**config.mk**
```make
export PLATFORM = sky130hd
export DESIGN_NAME = rtree_top
export DESIGN_NICKNAME = d
export VERILOG_FILES = /design/src/rtl/rtree_pkg.sv /design/src/rtl/rtree_op2.sv /design/src/rtl/rtree_dreg.sv /design/src/rtl/rtree_top.sv
export SDC_FILE = /design/constraint.sdc
export NUM_CORES = 1
export LEC_CHECK = 0
export ABC_AREA = 1
export BUFFER_PORTS_ARGS = -buffer_cell sky130_fd_sc_hd__buf_2
export CORE_MARGIN = 2
export CORE_UTILIZATION = 50
export CTS_CLUSTER_DIAMETER = 60
export CTS_CLUSTER_SIZE = 25
export DETAILED_ROUTE_END_ITERATION = 8
export PLACE_DENSITY = 0.87
export SETUP_SLACK_MARGIN = 0.5
export SYNTH_ARGS = -nofsm -noshare
export SYNTH_HDL_FRONTEND = slang
export SYNTH_SLANG_ARGS = --single-unit
```
**constraint.sdc**
```tcl
create_clock -name clk -period 4.5 [get_ports clk]
set_input_delay 0 -clock clk [delete_from_list [all_inputs] [get_ports clk]]
set_output_delay 0 -clock clk [all_outputs]
set_load 0.05 [all_outputs]
```
**src/rtl/rtree_pkg.sv**
```systemverilog
package rtree_pkg;

  typedef enum logic [2:0] {
    OP_ADD = 3'd0,
    OP_MUL = 3'd1,
    OP_AND = 3'd2,
    OP_OR  = 3'd3,
    OP_XOR = 3'd4
  } op_e;

  // number of values present at tree level l (level 0 = inputs)
  function automatic int lvl_cnt(input int n, input int l);
    int c;
    c = n;
    for (int i = 0; i < l; i++) c = (c + 1) / 2;
    return c;
  endfunction

  // first node index of level l in the flat node array
  function automatic int lvl_base(input int n, input int l);
    int b;
    b = 0;
    for (int i = 0; i < l; i++) b += lvl_cnt(n, i);
    return b;
  endfunction

  function automatic int tree_depth(input int n);
    int c;
    int d;
    c = n;
    d = 0;
    while (c > 1) begin
      c = (c + 1) / 2;
      d++;
    end
    return d;
  endfunction

  function automatic int node_total(input int n);
    return lvl_base(n, tree_depth(n) + 1);
  endfunction

  // levels covered by one pipeline stage
  function automatic int stage_span(input op_e op, input int w);
    case (op)
      OP_ADD:  return 5;
      OP_MUL:  return (w > 16) ? 1 : 2;
      default: return 10;
    endcase
  endfunction

  // register after completing level l (1-based)?
  function automatic bit reg_after(input op_e op, input int w, input bit piped,
                                   input int n, input int l);
    return piped && (((l % stage_span(op, w)) == 0) || (l == tree_depth(n)));
  endfunction

  function automatic int pipe_latency(input op_e op, input int w, input bit piped,
                                      input int n);
    int s;
    s = 0;
    for (int l = 1; l <= tree_depth(n); l++)
      if (reg_after(op, w, piped, n, l)) s++;
    return s;
  endfunction

endpackage

```
**src/rtl/rtree_op2.sv**
```systemverilog
module rtree_op2 #(
  parameter int              W      = 16,
  parameter rtree_pkg::op_e  OP_SEL = rtree_pkg::OP_ADD
) (
  input  logic [W-1:0] a,
  input  logic [W-1:0] b,
  output logic [W-1:0] y
);
  import rtree_pkg::*;

  always_comb begin
    case (OP_SEL)
      OP_ADD:  y = a + b;
      OP_MUL:  y = a * b;
      OP_AND:  y = a & b;
      OP_OR:   y = a | b;
      OP_XOR:  y = a ^ b;
      default: y = '0;
    endcase
  end

endmodule

```
**src/rtl/rtree_dreg.sv**
```systemverilog
module rtree_dreg #(
  parameter int W = 16
) (
  input  logic         clk,
  input  logic [W-1:0] d,
  output logic [W-1:0] q
);

  always_ff @(posedge clk) q <= d;

endmodule

```
**src/rtl/rtree_top.sv**
```systemverilog
module rtree_top #(
  parameter int             N_OPS  = 8,
  parameter int             OP_W   = 16,
  parameter rtree_pkg::op_e OP_SEL = rtree_pkg::OP_ADD,
  parameter bit             PIPED  = 1'b1
) (
  input  logic                  clk,
  input  logic                  rst,
  input  logic                  in_valid,
  input  logic [N_OPS*OP_W-1:0] in_ops,
  output logic                  out_valid,
  output logic [OP_W-1:0]       out_result
);
  import rtree_pkg::*;

  localparam int DEPTH = tree_depth(N_OPS);
  localparam int NODES = node_total(N_OPS);

  logic [OP_W-1:0] node [NODES];
  logic            vld  [DEPTH+1];

  for (genvar i = 0; i < N_OPS; i++) begin : g_in
    assign node[i] = in_ops[i*OP_W +: OP_W];
  end
  assign vld[0] = in_valid;

  for (genvar l = 0; l < DEPTH; l++) begin : g_lvl
    localparam int IC  = lvl_cnt(N_OPS, l);
    localparam int OC  = lvl_cnt(N_OPS, l + 1);
    localparam int IB  = lvl_base(N_OPS, l);
    localparam int OB  = lvl_base(N_OPS, l + 1);
    localparam bit REG = reg_after(OP_SEL, OP_W, PIPED, N_OPS, l + 1);

    for (genvar j = 0; j < OC; j++) begin : g_node
      logic [OP_W-1:0] y;
      if (2*j + 1 < IC) begin : g_pair
        rtree_op2 #(.W(OP_W), .OP_SEL(OP_SEL)) u_op (
          .a(node[IB + 2*j]), .b(node[IB + 2*j + 1]), .y(y));
      end else begin : g_carry
        assign y = node[IB + 2*j];
      end
      if (REG) begin : g_reg
        rtree_dreg #(.W(OP_W)) u_dreg (.clk(clk), .d(y), .q(node[OB + j]));
      end else begin : g_wire
        assign node[OB + j] = y;
      end
    end

    if (REG) begin : g_vreg
      always_ff @(posedge clk) begin
        if (rst) vld[l+1] <= 1'b0;
        else     vld[l+1] <= vld[l];
      end
    end else begin : g_vwire
      assign vld[l+1] = vld[l];
    end
  end

  assign out_valid  = vld[DEPTH];
  assign out_result = node[NODES-1];

endmodule

```
==> key figures <==
Status
  • Status: completed

Route
  • DRT Pass-1 Iters: 4
  • Antenna-violating nets left: 0
  • DR WL/cell: 10.3 um
  • Iter 0 DRT Violations: 85
  • Drt drc: 0
  • Vias: 3,026
  • Number of vias per cell: 4.36
  • Routed Wire Length: 7130 um

Yosys
  • Syn Std Cell Area: 0.00365 mm2
  • Ys Warns: 0
  • Cell count after synthesis: 442
  • Area contributors post-synth: fa_1 48%, inv_1 20%, dfxtp_1 9.3%, ha_1 5.5%, nand2_1 5.2%
  • Yosys top cell by area: fa_1
  • Register area share after synthesis: 9.32%
  • Top-area cell type share of the netlist area: 47.7%
  • Synth Register Bits: 17
  • Syn avg cell area: 8.26 um2
  • Syn_nets: 676
  • Post-synth cell types: 22

Min path
  • Worst Hold End: g_lvl[2].g_node[0].g_reg.u_dreg.q[0]
  • WHS Path Cells: 3
  • Worst hold path class: input port to register
  • Hold_sp: in_ops[112]

Run
  • Max capacitance violation total: 0

Finish
  • Area Overhead vs Synth: 25.3%
  • Fin nets: 830
  • Antenna diode count: 0
  • Final Util: 63.8%
  • Share of layout cells above drive strength 1: 27.2%

Clock tree
  • Post-CTS Resized: 0
  • Total CTS buffers: 3
  • Clock Tree Root: clkbuf_8
  • Setup repair bufs after CTS: 0
  • Clock sink count: 17
  • CTS tree: yes
  • CTS clk-pin slew, worst paths: approximately 0.070 ns
  • Clock Tree Buf Depth: 2
  • Htree depth: 1

Die
  • Initial core utilization: 50.9%
  • CORE AREA: 0.00718 mm2
  • Cell Rows: 31
  • Chip Width: around 89 um
  • Die Span Y: 89.5 um
  • Die area: 0.00800 mm2
  • IO Pins: 148

Power and ir drop
  • Psw: ~0.0017 W
  • Clock power share: 3.7%
  • Pleak: 2.86 nW
  • Sequential power share: around a tenth
  • Peak VDD IR: ~290 uV
  • Net Sw Frac: 55.9%
  • Logic pwr share: between 80% and 90%
  • Total Power: 0.00308 W
  • Internal Pwr Total: 0.00136 W
  • PD cells: approximately 670 mW/mm2

Placed design
  • Port Buffers: 147
  • Post-DP HPWL: 6920 um
  • Final GP Congestion: 0.836

GRT
  • GRT overflow: 0
  • Largest net degree at the start of global routing: 10
  • GR Util All Layers: 18.4%
  • Vias in the first global route: between 3,000 and 4,000
  • First-pass GRT wire length: 11,800 um
  • Initial antenna violation count: 0

Setup path
  • Arrival @ worst endpoint: 3.66 ns
  • Setup CP Type: input port to register
  • CP Data Required Time: 4.68 ns
  • Max FO, Critical Path: 3
  • Worst setup EP type: register
  • Worst setup SP type: input port

STA
  • RSZ-0062 raised after global routing: no
  • Fin crit share: 77.3%
  • Final Hold Fails: 0
  • Slew Viols, Final: 0
  • Minimum clock period: 3.48 ns
  • FMAX: 287 MHz
  • Slew margin rel.: about four fifths
  • Setup TNS: 0 ns
  • Slew @ Worst Pin: 0.272 ns
  • Final Setup Violations: 0
## state kept, by name, summed over array words and instances, names as in the netlist
signal and cells:
g_lvl.g_node.g_reg.u_dreg.q 16, out_valid 1
## cell usage in the layout, fill, tap and decap left out, drive strengths merged, types with 7 or more instances in the layout
master / count
a21oi: 12
nor2: 19
ha: 16
buf: 147
o21ai: 7
inv: 197
nand3: 10
fa: 87
dfxtp: 17
nand2: 56
## cell families (layout without fill, tap and decap cells)
| group | Yosys count | count (layout) | share of synthesized area (%) |
|---|---|---|---|
| xor+xnor | 12 | 12 | 2.88 |
| flops | 17 | 17 | 9.32 |
| compound gates | 25 | 25 | 4.18 |
| simple gates | 88 | 88 | 10.2 |
| buf+inv | 197 | 350 | 20.3 |
| fa+ha+maj | 103 | 103 | 53.2 |
## synth_stat cells
cell type	n
inv_1	196
fa_1	87
nand2_1	51
nor2_1	19
dfxtp_1	17
ha_1	16
a21oi_1	11
nand3_1	8
xnor2_1	6
xor2_1	6
nand2_2	5
o21ai_2	3
a21o_1	2
a31oi_1	2
nand3_2	2
nand4_1	2
o21ai_0	2
o21ai_1	2
o21bai_1	2
a21oi_2	1
inv_2	1
nor3_1	1
## power groups by stage
stage	Sequential, W	Clock [W]	Combinational (W)
floorplan	0.000561	0	0.00184
global placement	0.000289	0	0.00262
detailed placement	0.000293	0	0.00270
CTS	0.000291	0.000116	0.00271
global route	0.000296	0.000122	0.00307
finish	0.000289	0.000113	0.00268
## per-layer routing
layer	global-route usage [%]	routed length, um	up-vias
met3	2.68	487	14
met1	17.9	2530	1394
met2	38.6	3990	122
li1	-	-	1496
met4	5.97	119	0
met5	0	0	-
## worst max path at each step
stage                          start                               endpoint  depth (start not counted)
after detailed placement  in_ops[50]  g_lvl[2].g_node[0].g_reg.u_dreg.q[14]                         16
final                     in_ops[50]  g_lvl[2].g_node[0].g_reg.u_dreg.q[14]                         16
after floorplan           in_ops[50]  g_lvl[2].g_node[0].g_reg.u_dreg.q[14]                         15
after CTS                 in_ops[50]  g_lvl[2].g_node[0].g_reg.u_dreg.q[14]                         16
after global routing      in_ops[50]  g_lvl[2].g_node[0].g_reg.u_dreg.q[14]                         16
after global placement    in_ops[50]  g_lvl[2].g_node[0].g_reg.u_dreg.q[14]                         16
## what timing repair did
action                                 CTS  global route
setup endpoints to repair                0             0
hold buffers                             2             0
endpoints found under the hold margin    1             0
## per-stage QoR
| step | setup WS, ns | instance area (um2) | std cells | hold WS [ns] |
|---|---|---|---|---|
| finish | 1.02 | 4580 | 694 | 0.0932 |
| global route | 0.803 | 4580 | 694 | 0.0937 |
| CTS | 1.03 | 4580 | 694 | 0.0942 |
| detailed placement | 0.792 | 4510 | 688 | 0.164 |
| global placement | 0.875 | 4510 | 688 | 0.154 |
| floorplan | 1.09 | 3650 | 442 | 0.0712 |
## layout make-up
| class | instances | area (um2) |
|---|---|---|
| fill | 595 | 2600 |
| timing repair buffer | 149 | 756 |
| tap | 99 | 124 |
| inverter | 197 | 739 |
| multi-input combinational | 228 | 2570 |
| sequential | 17 | 340 |
| clock buffer | 4 | 45.0 |
## worst max-delay path, cell delays in order
cell and delay, ns:
buf_2 0.07, inv_1 0.04, fa_1 0.53, inv_1 0.06
fa_1 0.52, fa_1 0.56, inv_1 0.06, fa_1 0.47
inv_1 0.07, ha_1 0.18, inv_1 0.10, fa_1 0.44
o21ai_2 0.24, nand3_2 0.11, nand3_2 0.09, xor2_1 0.13
Power figures use the tool's default switching activity.
